[config.mk]
export PLATFORM = sky130hd
export DESIGN_NAME = pulse_swallow_divider
export DESIGN_NICKNAME = d
export VERILOG_FILES = /design/src/rtl/synth_div_pkg.sv /design/src/rtl/ref_divider.sv /design/src/rtl/swallow_ctrl.sv /design/src/rtl/lock_window.sv /design/src/rtl/pulse_swallow_divider.sv
export SDC_FILE = /design/constraint.sdc
export NUM_CORES = 1
export LEC_CHECK = 0
export BUFFER_PORTS_ARGS = -buffer_cell sky130_fd_sc_hd__buf_2
export CORE_ASPECT_RATIO = 0.75
export CORE_MARGIN = 2
export CORE_UTILIZATION = 53
export DETAILED_ROUTE_END_ITERATION = 12
export MAX_ROUTING_LAYER = met4
export PLACE_DENSITY = 0.76
export SLEW_MARGIN = 10
export SYNTH_ARGS = -nofsm -noshare
export SYNTH_HDL_FRONTEND = slang
export SYNTH_SLANG_ARGS = --single-unit
[constraint.sdc]
create_clock -name clk -period 2.8 [get_ports clk]
set_input_delay 0.56 -clock clk [delete_from_list [all_inputs] [get_ports clk]]
set_output_delay 0.56 -clock clk [all_outputs]
set_load 0.02 [all_outputs]
[src/rtl/synth_div_pkg.sv]
// Shared widths, reset settings and state encoding for the divider chain.
package synth_div_pkg;
    localparam int R_W      = 14;    // reference divider width
    localparam int N_W      = 10;    // feedback main counter width
    localparam int A_W      = 7;     // swallow counter width
    localparam int WIN_W    = 8;     // lock window width
    localparam int LOCK_RUNS = 4;    // good comparisons needed for lock
    localparam int R_RESET  = 2560;  // 12.8 MHz / 5 kHz
    localparam int N_RESET  = 40;    // 64*40 + 0 = 2560
    localparam int A_RESET  = 0;

    typedef enum logic [1:0] {
        LD_IDLE   = 2'd0,
        LD_WAIT_V = 2'd1,
        LD_WAIT_R = 2'd2
    } ld_state_t;
endpackage

[src/rtl/ref_divider.sv]
// Divides a tick stream by a programmable count and emits a one-cycle strobe
// on the wrap. Assumes div is stable between loads; div = 0 acts as 1.
// The new div is picked up only when the counter wraps.
module ref_divider #(
    parameter int W   = 14,
    parameter int DEF = 2560
) (
    input  logic         clk,
    input  logic         rst_n,
    input  logic         tick,
    input  logic [W-1:0] div,
    output logic         pulse
);
    logic [W-1:0] cnt;
    logic [W-1:0] reload_val;

    // Next start value; a zero setting degrades to divide-by-one.
    always_comb begin
        reload_val = (div == '0) ? '0 : div - 1'b1;
    end

    // Down-counter with wrap strobe.
    always_ff @(posedge clk) begin
        if (!rst_n) begin
            cnt   <= W'(DEF - 1);
            pulse <= 1'b0;
        end else begin
            pulse <= 1'b0;
            if (tick) begin
                if (cnt == '0) begin
                    cnt   <= reload_val;
                    pulse <= 1'b1;
                end else begin
                    cnt <= cnt - 1'b1;
                end
            end
        end
    end
endmodule

[src/rtl/swallow_ctrl.sv]
// Main and swallow counters for a 64/65 prescaler. Counts prescaler output
// ticks: the first A ticks of each period request divide-by-65, the rest
// divide-by-64. Both counters reload together when the main count wraps.
// Assumes the prescaler samples mod_hi at the start of each of its cycles.
module swallow_ctrl #(
    parameter int N_W   = 10,
    parameter int A_W   = 7,
    parameter int N_DEF = 40,
    parameter int A_DEF = 0
) (
    input  logic           clk,
    input  logic           rst_n,
    input  logic           psc_tick,
    input  logic [N_W-1:0] n_div,
    input  logic [A_W-1:0] a_div,
    output logic           mod_hi,
    output logic           fv,
    output logic           illegal
);
    localparam int CMP_W = (N_W > A_W) ? N_W : A_W;
    localparam logic DEF_BAD = (A_DEF > N_DEF);

    logic [N_W-1:0] n_cnt;
    logic [A_W-1:0] a_rem;
    logic [N_W-1:0] n_eff;
    logic           legal;

    // Effective main count and legality of the pending setting.
    always_comb begin
        n_eff = (n_div == '0) ? N_W'(1) : n_div;
        legal = (CMP_W'(a_div) <= CMP_W'(n_eff));
    end

    // Request divide-by-65 while swallow cycles remain.
    always_comb begin
        mod_hi = (a_rem != '0);
    end

    // Main counter, swallow counter and error flag, all advanced per tick.
    always_ff @(posedge clk) begin
        if (!rst_n) begin
            n_cnt   <= N_W'(N_DEF - 1);
            a_rem   <= DEF_BAD ? '0 : A_W'(A_DEF);
            illegal <= DEF_BAD;
            fv      <= 1'b0;
        end else begin
            fv <= 1'b0;
            if (psc_tick) begin
                if (n_cnt == '0) begin
                    n_cnt   <= n_eff - 1'b1;
                    a_rem   <= legal ? a_div : '0;
                    illegal <= !legal;
                    fv      <= 1'b1;
                end else begin
                    n_cnt <= n_cnt - 1'b1;
                    if (a_rem != '0) begin
                        a_rem <= a_rem - 1'b1;
                    end
                end
            end
        end
    end
endmodule

[src/rtl/lock_window.sv]
// Pairs reference and feedback strobes. After one strobe, the other must
// follow within win ticks of the reference enable. RUNS good pairs in a
// row set locked; one bad pair clears it. A repeated strobe of the same
// kind before its partner counts as a bad pair.
module lock_window
    import synth_div_pkg::*;
#(
    parameter int WIN_W = 8,
    parameter int RUNS  = 4
) (
    input  logic             clk,
    input  logic             rst_n,
    input  logic             tick,
    input  logic             fr,
    input  logic             fv,
    input  logic [WIN_W-1:0] win,
    output logic             locked
);
    localparam int STR_W = $clog2(RUNS + 1);

    ld_state_t        st, st_n;
    logic [WIN_W-1:0] gap, gap_n;
    logic [STR_W-1:0] streak;
    logic             good, bad;

    // Pairing state machine: decides good or bad comparisons.
    always_comb begin
        good  = 1'b0;
        bad   = 1'b0;
        st_n  = st;
        gap_n = gap;
        case (st)
            LD_IDLE: begin
                if (fr && fv) begin
                    good = 1'b1;
                end else if (fr) begin
                    st_n  = LD_WAIT_V;
                    gap_n = '0;
                end else if (fv) begin
                    st_n  = LD_WAIT_R;
                    gap_n = '0;
                end
            end
            LD_WAIT_V: begin
                if (fv) begin
                    good = 1'b1;
                    st_n = LD_IDLE;
                end else if (fr) begin
                    bad   = 1'b1;
                    gap_n = '0;
                end else if (tick) begin
                    if (gap == win) begin
                        bad  = 1'b1;
                        st_n = LD_IDLE;
                    end else begin
                        gap_n = gap + 1'b1;
                    end
                end
            end
            LD_WAIT_R: begin
                if (fr) begin
                    good = 1'b1;
                    st_n = LD_IDLE;
                end else if (fv) begin
                    bad   = 1'b1;
                    gap_n = '0;
                end else if (tick) begin
                    if (gap == win) begin
                        bad  = 1'b1;
                        st_n = LD_IDLE;
                    end else begin
                        gap_n = gap + 1'b1;
                    end
                end
            end
            default: st_n = LD_IDLE;
        endcase
    end

    // State and window counter registers.
    always_ff @(posedge clk) begin
        if (!rst_n) begin
            st  <= LD_IDLE;
            gap <= '0;
        end else begin
            st  <= st_n;
            gap <= gap_n;
        end
    end

    // Saturating run counter and lock flag.
    always_ff @(posedge clk) begin
        if (!rst_n) begin
            streak <= '0;
            locked <= 1'b0;
        end else if (bad) begin
            streak <= '0;
            locked <= 1'b0;
        end else if (good) begin
            if (streak != STR_W'(RUNS)) begin
                streak <= streak + 1'b1;
            end
            locked <= (streak >= STR_W'(RUNS - 1));
        end
    end
endmodule

[src/rtl/pulse_swallow_divider.sv]
// Top of the divider chain: captures divider settings on cfg_load and
// feeds them to the reference divider, the swallow controller and the
// lock qualifier. One clock domain; reference and prescaler activity
// arrive as single-cycle enables.
module pulse_swallow_divider
    import synth_div_pkg::*;
(
    input  logic             clk,
    input  logic             rst_n,
    input  logic             ref_ce,
    input  logic             psc_ce,
    input  logic [R_W-1:0]   cfg_r,
    input  logic [N_W-1:0]   cfg_n,
    input  logic [A_W-1:0]   cfg_a,
    input  logic [WIN_W-1:0] cfg_win,
    input  logic             cfg_load,
    output logic             mod_sel,
    output logic             fr_pulse,
    output logic             fv_pulse,
    output logic             lock,
    output logic             cfg_err
);
    logic [R_W-1:0] r_hold;
    logic [N_W-1:0] n_hold;
    logic [A_W-1:0] a_hold;

    // Setting capture; counters consume it at their own next wrap.
    always_ff @(posedge clk) begin
        if (!rst_n) begin
            r_hold <= R_W'(R_RESET);
            n_hold <= N_W'(N_RESET);
            a_hold <= A_W'(A_RESET);
        end else if (cfg_load) begin
            r_hold <= cfg_r;
            n_hold <= cfg_n;
            a_hold <= cfg_a;
        end
    end

    ref_divider #(
        .W   (R_W),
        .DEF (R_RESET)
    ) u_ref (
        .clk   (clk),
        .rst_n (rst_n),
        .tick  (ref_ce),
        .div   (r_hold),
        .pulse (fr_pulse)
    );

    swallow_ctrl #(
        .N_W   (N_W),
        .A_W   (A_W),
        .N_DEF (N_RESET),
        .A_DEF (A_RESET)
    ) u_swl (
        .clk      (clk),
        .rst_n    (rst_n),
        .psc_tick (psc_ce),
        .n_div    (n_hold),
        .a_div    (a_hold),
        .mod_hi   (mod_sel),
        .fv       (fv_pulse),
        .illegal  (cfg_err)
    );

    lock_window #(
        .WIN_W (WIN_W),
        .RUNS  (LOCK_RUNS)
    ) u_lock (
        .clk    (clk),
        .rst_n  (rst_n),
        .tick   (ref_ce),
        .fr     (fr_pulse),
        .fv     (fv_pulse),
        .win    (cfg_win),
        .locked (lock)
    );
endmodule

==> metrics.txt, run 1 <==
status=finished clean; Mapped Area=4550 um2; ant diodes=0; total die area=9350 um2; crit-path max FO=9; Hold-fix buffers, CTS=0; cell taking the most area after synthesis=dfxtp_1; Top Ports=49; Cell Chain, Critical Path=inv_1 > ha_1 > and3_1 > or4_4 > a211o_1 > or4_1 > a21oi_1; layout cells sized above 1=0.142; synth top area cells=dfxtp_1 (35%), mux2i_1 (7.5%), ha_1 (5.5%); Slew HR=0.408; Final min period=2.67 ns; clock root buffer=clkbuf_16; initial DRC count=438; vias after detailed routing=4322; Post-synth EDFFs=0; initial antenna violation count=0; Clock Latency Late Sink=0.33 ns; row count=29; sum of negative setup slack=0 ns; Hold Crit Endpoint=n_hold[3]$_SDFFE_PN1P_; RR Endpoint=u_lock.gap[7]$_SDFFE_PN0P_; Total Routing Usage GR=0.252; area grow syn2layout=15.1%; ANT nets after route=0; Power Dens Cells=597 nW/um2; routed wire length=11300 um; # Post-CTS Setup Buffers=0; Simple-Gate Fraction of Synth Area=0.237; die height=84.2 um; Reg2Reg Setup Slack=0.13 ns; 1st-pass router iterations=5; Max Fclk=0.374 GHz; Final Instance Count excl. Fillers=708; final hold violation count=0; reg2reg path depth=7; #FFs+latches synth=79; final setup fails=0; Post-CTS Resized=0; slowest library cell on the worst path=or4_4; DIE WIDTH=111 um; critical path depth=7; TritonCTS buffer count=9; compound-gate portion of the synthesized area=0.191; vias in the first global route=4017; Worst Hold Launch=cfg_n[3]; Synth Area per Inst=8.24 um2; post-synthesis cell type count=56; GRT Residual Overflow=0; Worst Skew=0.00793 ns; clock transition at the registers of the reported paths=0.06 ns; clk buf depth=2; final setup margin=0.126 ns; CP endpoint kind=register; RSZ-0062 raised after global routing=no; vias per std cell=6.10; syn nets=616; Post-Syn Instances=552; data required time of the worst path=3.07 ns; core box area=8380 um2; routed len/inst=16.0 um; Synth top area share=0.348; DRC errors left=0; yosys warns=0; I/O Buffers=48; commonest non-fill, non-tap cell in the layout=dfxtp_1; first-pass GRT wire length=19000 um; Final Wtd Congestion=0.931; mux share of post-synthesis cell area=0.0748; Seq/Total Area, Yosys=0.348; HPWL Detailed=8240 um; Top FF cell, synth=dfxtp_1; Setup CP Type=register to register; worst vdd ir=0.378 mV; Final Cycle Share=0.955; largest net degree at the start of global routing=34; post-layout util=0.625; DP Cell Count=692; commonest cells after routing, fill and taps aside=dfxtp_1 (79), nor2_1 (56), buf_2 (48), nand2_1 (44), a21oi_1 (35); Hold/Removal Path Class=primary input to register; Slew @ Worst Pin=0.887 ns; Initial Utilization=0.543; reg-to-reg startpoint=u_lock.st[0]$_SDFFE_PN0P_; clk sinks=79; number of max-cap violations=0; XOR/XNOR Fraction of Synth Area=0.0500; CTS tree=built; Slowest Stage Delay on Critical Path=0.54 ns; Data arrival, critical path=2.94 ns; Place WS=0.170 ns; max-slew violations=0; Setup crit start kind=register; hold path depth=3; H-tree depth=3; delay-heaviest family, CP=simple AND/OR/NAND/NOR gates; Pleak=2.12 nW; Synth Area in Adders=0.0550; ys async rst share=0; main combinational cell family by area after synthesis=simple AND/OR/NAND/NOR gates; CP bufs+invs=1; Final #Nets=659
-- worst register-to-register path, stage by stage, from the launching register on --
cell	delay [ns]
dfxtp_1	0.40
inv_1	0.08
ha_1	0.25
and3_1	0.25
or4_4	0.54
a211o_1	0.41
or4_1	0.53
a21oi_1	0.15
-- report_power, final --
part | internal, mW | switching (mW)
sequential | 1.19 | 0.0784
combinational | 0.216 | 0.257
clock | 0.902 | 0.486
total | 2.31 | 0.822
-- registers in the layout, summed over array words and instances (netlist names) --
signal         flops
u_swl.illegal      1
u_swl.a_rem        7
u_lock.st          2
u_lock.locked      1
u_lock.streak      3
u_swl.fv           1
n_hold            10
u_swl.n_cnt       10
r_hold            14
u_ref.pulse        1
u_ref.cnt         14
a_hold             7
u_lock.gap         8
-- logic make-up after synthesis --
| kind of cell | after synthesis |
|---|---|
| AO/OA/AOI/OAI | 132 |
| buffers and inverters | 49 |
| adder cells (fa/ha/maj) | 20 |
| multiplexers | 34 |
| flip-flops | 79 |
| AND/OR/NAND/NOR | 212 |
| XOR/XNOR | 26 |
-- layout make-up --
type	count	area [um2]
Inverter	24	90.1
Tap cell	108	135
Multi-Input combinational cell	424	2770
Fill cell	720	3140
Clock inverter	6	116
Clock buffer	10	239
Sequential cell	79	1580
Timing Repair Buffer	57	308
-- cells in the mapped netlist, types with 17 or more instances --
cell and n:
ha_1 20, o21ai_0 23, dfxtp_1 79, a21oi_1 35, inv_1 22, clkbuf_1 17, nor4_1 17, mux2i_1 34
nand2_1 44, nor2_1 56, nor3_1 20, nand3_1 20
-- per-stage QoR --
stage / area [um2] / total power [mW] / hold slack (ns)
finish: 5240 / 3.13 / 0.451
global route: 5240 / 3.26 / 0.462
CTS: 5240 / 3.14 / 0.444
detailed placement: 4880 / 1.76 / 0.447
global placement: 4880 / 1.73 / 0.440
floorplan: 4550 / 1.63 / 0.427
-- routing by layer --
metal,part of all wire,GRT usage,up-vias
li1,-,-,2113
met1,0.48,0.335,2016
met2,0.44,0.387,175
met3,0.059,0.0491,18
met4,0.013,0.0841,0
met5,0,-,-
-- worst max path at each step --
stage	startpoint	end	slack [ns]
2_1_floorplan	u_swl.n_cnt[0]$_SDFFE_PN1P_	u_swl.n_cnt[8]$_SDFFE_PN0P_	0.16
3_3_place_gp	u_lock.st[0]$_SDFFE_PN0P_	u_lock.gap[7]$_SDFFE_PN0P_	0.25
3_5_place_dp	u_lock.st[0]$_SDFFE_PN0P_	u_lock.gap[7]$_SDFFE_PN0P_	0.17
4_1_cts	u_lock.st[0]$_SDFFE_PN0P_	u_lock.gap[7]$_SDFFE_PN0P_	0.14
5_1_grt	u_lock.st[0]$_SDFFE_PN0P_	u_lock.gap[7]$_SDFFE_PN0P_	0.02
6_report	u_lock.st[0]$_SDFFE_PN0P_	u_lock.gap[7]$_SDFFE_PN0P_	0.13
No activity file was read; power rests on OpenSTA's default activity.
==> run 2: changes to the inputs <==
--- a/config.mk
+++ b/config.mk
@@ -6,10 +6,11 @@
 export NUM_CORES = 1
 export LEC_CHECK = 0
 export BUFFER_PORTS_ARGS = -buffer_cell sky130_fd_sc_hd__buf_2
-export CORE_ASPECT_RATIO = 0.75
+export CORE_ASPECT_RATIO = 1.4
 export CORE_MARGIN = 2
 export CORE_UTILIZATION = 53
 export DETAILED_ROUTE_END_ITERATION = 12
+export HOLD_SLACK_MARGIN = 0.08
 export MAX_ROUTING_LAYER = met4
 export PLACE_DENSITY = 0.76
 export SLEW_MARGIN = 10
==> constraint.sdc (replaced) <==
create_clock -name clk -period 2.8 [get_ports clk]
set_input_delay 0.28 -clock clk [delete_from_list [all_inputs] [get_ports clk]]
set_output_delay 0.28 -clock clk [all_outputs]
set_load 0.02 [all_outputs]
==> run 2 against run 1 <==
Sequential power barely moved. Sequential share of layout area rose by 0.051 points. Hold slack got worse by 0.29 ns. Global-route usage barely moved. Wire length fell by 4.8%. Utilization fell by 0.67 points. Combinational power barely moved. Worst setup slack improved by 0.0059 ns. Largest cell class unchanged.
==> metrics.txt, run 2 (synthesis gave the netlist of run 1 again) <==
Cell Chain, Critical Path=inv_1 > ha_1 > and3_1 > or4_4 > a211o_1 > or4_1 > a21oi_1; vias after detailed routing=4242; initial antenna violation count=0; Hold/Removal Path Class=primary input to register; routed len/inst=15.2 um; largest net degree at the start of global routing=46; status=finished clean; final setup fails=0; RSZ-0062 raised after global routing=no; CTS tree=built; Final Wtd Congestion=0.966; delay-heaviest family, CP=simple AND/OR/NAND/NOR gates; I/O Buffers=48; initial DRC count=216; die height=114 um; HPWL Detailed=7710 um; routed wire length=10800 um; max-slew violations=0; Power Dens Cells=582 nW/um2; clk sinks=79; # Post-CTS Setup Buffers=0; final hold violation count=0; Slew @ Worst Pin=0.893 ns; vias in the first global route=4035; sum of negative setup slack=0 ns; post-layout util=0.618; number of max-cap violations=0; Post-CTS Resized=0; H-tree depth=3; row count=40; area grow syn2layout=14.9%; worst vdd ir=0.400 mV; # fillers=754; ant diodes=0; Final Cycle Share=0.953; GRT Residual Overflow=0; Data arrival, critical path=2.94 ns; clock transition at the registers of the reported paths=0.06 ns; Max Fclk=0.375 GHz; Hold-fix buffers, CTS=0; Final #Nets=660; clk buf depth=2; crit-path max FO=9; Slowest Stage Delay on Critical Path=0.54 ns; slowest library cell on the worst path=or4_4; Setup CP Type=register to register; 1st-pass router iterations=5; first-pass GRT wire length=18200 um; Worst Skew=0.00669 ns; Total Routing Usage GR=0.252; ANT nets after route=0; Setup crit start kind=register; vias per std cell=6.01; layout cells sized above 1=0.143; Pleak=2.12 nW; CP endpoint kind=register; Clock Latency Late Sink=0.34 ns; core box area=8460 um2; biggest regs=r_hold x14, u_ref.cnt x14; TritonCTS buffer count=9; CP bufs+invs=1; commonest cells after routing, fill and taps aside=dfxtp_1 (79), nor2_1 (56), buf_2 (48), nand2_1 (44), a21oi_1 (35); DRC errors left=0; commonest non-fill, non-tap cell in the layout=dfxtp_1; Final min period=2.67 ns; clock root buffer=clkbuf_16; DIE WIDTH=82.3 um; Initial Utilization=0.538; Top Ports=49; total die area=9350 um2; Slew HR=0.405; data required time of the worst path=3.07 ns
run 2: changes by cell type in the layout (fill, tap and decap cells not counted), sizes merged:
cell | before | now
inv | 24 | 23
clkinv | 3 | 2
bufinv | 3 | 2
buf | 57 | 58
clkinvlp | 0 | 1
clkbuf | 10 | 12
run 2: final timing paths:
path / from / endpoint / slack (ns) / cells after the start
min reg2reg: u_swl.a_rem[6]$_SDFFE_PN0P_ / u_swl.a_rem[6]$_SDFFE_PN0P_ / 0.45 / 2
max: u_lock.st[0]$_SDFFE_PN0P_ / u_lock.gap[7]$_SDFFE_PN0P_ / 0.13 / 7
max reg2reg: u_lock.st[0]$_SDFFE_PN0P_ / u_lock.gap[7]$_SDFFE_PN0P_ / 0.13 / 7
min: cfg_n[3] / n_hold[3]$_SDFFE_PN1P_ / 0.16 / 3
run 2: worst min-delay path, cell delays in order:
cell and delay [ns]:
buf_2 0.07, nand2_1 0.04, o211ai_1 0.06
run 2: cell type report:
class / instances / area, um2 / area share
Clock inverter: 4 / 76.3 / 0.0146
Clock buffer: 12 / 267 / 0.0510
Sequential cell: 79 / 1580 / 0.302
Inverter: 24 / 90.1 / 0.0172
Timing Repair Buffer: 58 / 315 / 0.0603
Multi-Input combinational cell: 424 / 2770 / 0.529
Tap cell: 105 / 131 / 0.0251
run 2: per-stage QoR:
stage	cell area [um2]	std cells	setup slack [ns]	total power [mW]	hold slack, ns
finish	5230	706	0.132	3.04	0.158
global route	5230	706	0.0320	3.17	0.175
CTS	5230	706	0.134	3.06	0.155
detailed placement	4890	690	0.174	1.75	0.449
global placement	4890	690	0.272	1.73	0.440
floorplan	4550	552	0.162	1.63	0.409
run 2: report_power, final:
group          internal, mW  total, mW  switching, mW
registers              1.19       1.26         0.0714
logic                 0.214      0.471          0.257
clock network         0.855       1.31          0.458
total                  2.26       3.04          0.787
run 2: layer usage:
layer	track usage	routed length (um)	vias up
li1	-	-	2121
met1	0.294	4450	1974
met2	0.426	5560	114
met3	0.0340	454	33
met4	0.106	289	0
met5	-	0	-
==> run 3: changes to the inputs <==
--- a/config.mk
+++ b/config.mk
@@ -8,12 +8,13 @@
 export BUFFER_PORTS_ARGS = -buffer_cell sky130_fd_sc_hd__buf_2
 export CORE_ASPECT_RATIO = 1.4
 export CORE_MARGIN = 2
-export CORE_UTILIZATION = 53
+export CORE_UTILIZATION = 54
 export DETAILED_ROUTE_END_ITERATION = 12
 export HOLD_SLACK_MARGIN = 0.08
 export MAX_ROUTING_LAYER = met4
-export PLACE_DENSITY = 0.76
+export PLACE_DENSITY = 0.77
 export SLEW_MARGIN = 10
 export SYNTH_ARGS = -nofsm -noshare
 export SYNTH_HDL_FRONTEND = slang
+export SYNTH_HIERARCHICAL = 1
 export SYNTH_SLANG_ARGS = --single-unit
==> run 3 against run 2 <==
Cell count down 1.6%. Critical path type unchanged. Combinational power grew 7.2%. Global-route usage is 0.28 points lower. Critical endpoint is now u_ref/cnt[11]$_SDFFE_PN1P_. Largest cell class unchanged. Utilization grew 0.65 points. Hold slack gained 0.00099 ns. Sequential share of layout area fell by 0.84 points. Clock-buffer cell count down 2. Synthesized cell count decreased by 1.3%. Via count increased by 0.71%. Critical path depth stayed put. Highest routed layer unchanged. Area after synthesis grew 5.8%.
==> metrics.txt, run 3 <==
Slowest Stage Delay on Critical Path=0.47 ns; final setup fails=0; 1st-pass router iterations=5; Synth top area share=0.329; #FFs+latches synth=79; die height=116 um; Pleak=2.16 nW; Top Ports=49; Data arrival, critical path=2.58 ns; Setup crit start kind=register; WHS=0.159 ns; worst vdd ir=0.439 mV; fin area=5380 um2; slowest library cell on the worst path=or3b_1; DP Cell Count=679; Setup CP Type=register to register; CTS tree=built; clk buf depth=2; synth top area cells=dfxtp_1 (33%), mux2i_1 (7.7%), ha_1 (4.9%); ant diodes=0; data required time of the worst path=3.03 ns; ANT nets after route=0; ys async rst share=0; largest net degree at the start of global routing=45; Post-synth EDFFs=0; clock transition at the registers of the reported paths=0.06 ns; I/O Buffers=48; clk sinks=79; commonest cells after routing, fill and taps aside=dfxtp_1 (79), buf_2 (48), nor2_1 (45), mux2i_1 (37), nand2_1 (32); Sw Share=0.268; # Post-CTS Setup Buffers=0; routed len/inst=16.4 um; Initial Utilization=0.559; clock power share=0.434; number of max-cap violations=0; initial DRC count=239; Final Instance Count excl. Fillers=695; Final Cycle Share=0.838; first-pass GRT wire length=19000 um; Top FF cell, synth=dfxtp_1; Hold-fix buffers, CTS=0; status=finished clean; CP bufs+invs=1; core box area=8610 um2; CP endpoint kind=register; final setup margin=0.453 ns; DIE WIDTH=83.8 um; HPWL Detailed=8300 um; GRT Residual Overflow=0; critical path depth=7; total die area=9700 um2; cell taking the most area after synthesis=dfxtp_1; reg2reg path depth=7; Clock Latency Late Sink=0.34 ns; most common cell in the netlist=dfxtp_1; Mapped Area=4810 um2; hold path depth=3; H-tree depth=3; Place WS=0.496 ns; routed wire length=11400 um; post-synthesis cell type count=76; post-layout util=0.625; Hold/Removal Path Class=primary input to register; Seq/Total Area, Yosys=0.329; vias per std cell=6.15; Post-Syn Instances=545; biggest regs=r_hold x14, u_ref/cnt x14; Final Wtd Congestion=1.02; vias after detailed routing=4272; layout cells sized above 1=0.154; area grow syn2layout=11.7%; Final min period=2.35 ns; max-slew violations=0; clock root buffer=clkbuf_16; sum of negative setup slack=0 ns; Pint=2.31 mW; DRC errors left=0; Cell Chain, Critical Path=inv_1 > ha_1 > or3b_1 > nor4_4 > and2_1 > o22ai_1 > a211o_1; syn nets=608; final hold violation count=0; Slew @ Worst Pin=0.931 ns; TritonCTS buffer count=9; commonest non-fill, non-tap cell in the layout=dfxtp_1; Slew HR=0.380; row count=40; Final Total Pwr=3.15 mW; Worst Skew=0.00739 ns; top post-synthesis cells by count=dfxtp_1 (79), nor2_1 (45), mux2i_1 (37), nand2_1 (32), nor2b_1 (29); Power Dens Cells=586 nW/um2; Final #Nets=648; vias in the first global route=4136; Gate power share=0.160; RSZ-0062 raised after global routing=no; crit-path max FO=8; net switching power=0.845 mW; yosys warns=6; Post-CTS Resized=0; Synth Area per Inst=8.83 um2; initial antenna violation count=0; Max Fclk=0.426 GHz; Post-DP Area=5030 um2; Total Routing Usage GR=0.249; delay-heaviest family, CP=simple AND/OR/NAND/NOR gates; Sequential Power Share=0.406
[run 3: changes by cell type in the layout (fill, tap and decap cells not counted), sizes merged, moves of 6 or more]
cell	previous run	this run
a21oi	35	26
nor4	18	11
nor3	20	14
nand2	44	33
buf	58	52
o211ai	11	3
nor2b	2	29
nor2	56	45
or4	11	5
[run 3: path summary, 6_finish.rpt]
path | start | end | slack (ns)
hold / removal | cfg_r[11] | r_hold[11]$_SDFFE_PN1P_ | 0.16
setup reg to reg | u_ref/cnt[0]$_SDFFE_PN1P_ | u_ref/cnt[11]$_SDFFE_PN1P_ | 0.45
hold reg to reg | u_swl/illegal$_SDFFE_PN0P_ | u_swl/illegal$_SDFFE_PN0P_ | 0.46
setup / recovery | u_ref/cnt[0]$_SDFFE_PN1P_ | u_ref/cnt[11]$_SDFFE_PN1P_ | 0.45
[run 3: final cells by class]
cell class	instances	area, um2
clock buffer	10	239
sequential	79	1580
clock inverter	6	108
fill	753	3230
timing repair buffer	52	270
inverter	28	105
tap	105	131
multi-input combinational	415	2940
[run 3: logic make-up (layout without fill, tap and decap cells)]
kind of cell               count (synthesis)  in the layout  share of synthesized area
AOI/OAI and AO/OA                        129            129                      0.192
xor gates and xnor gates                  29             29                     0.0528
adders and majority gates                 19             19                     0.0494
buffers and inverters                     51             96                     0.0600
DFF                                       79             79                      0.329
muxes                                     37             37                     0.0769
and+or+nand+nor                          201            201                      0.240
[run 3: power by group through the flow]
stage / Clock, mW / Sequential [mW] / Combinational, mW
after detailed placement: 0 / 1.30 / 0.497
final: 1.37 / 1.28 / 0.505
after global placement: 0 / 1.30 / 0.478
after CTS: 1.38 / 1.28 / 0.499
after global routing: 1.43 / 1.29 / 0.560
after floorplan: 0 / 1.28 / 0.386
[run 3: layer usage]
| metal | GRT usage | part of all wire | vias to the layer above |
|---|---|---|---|
| met5 | - | 0 | - |
| met4 | 0.144 | 0.044 | 0 |
| met3 | 0.0385 | 0.038 | 42 |
| met2 | 0.441 | 0.52 | 112 |
| met1 | 0.264 | 0.40 | 2027 |
| li1 | - | - | 2091 |
[run 3: worst min-delay path: stages]
cell and delay, ns:
buf_2 0.08, mux2i_1 0.06, nand2_1 0.06
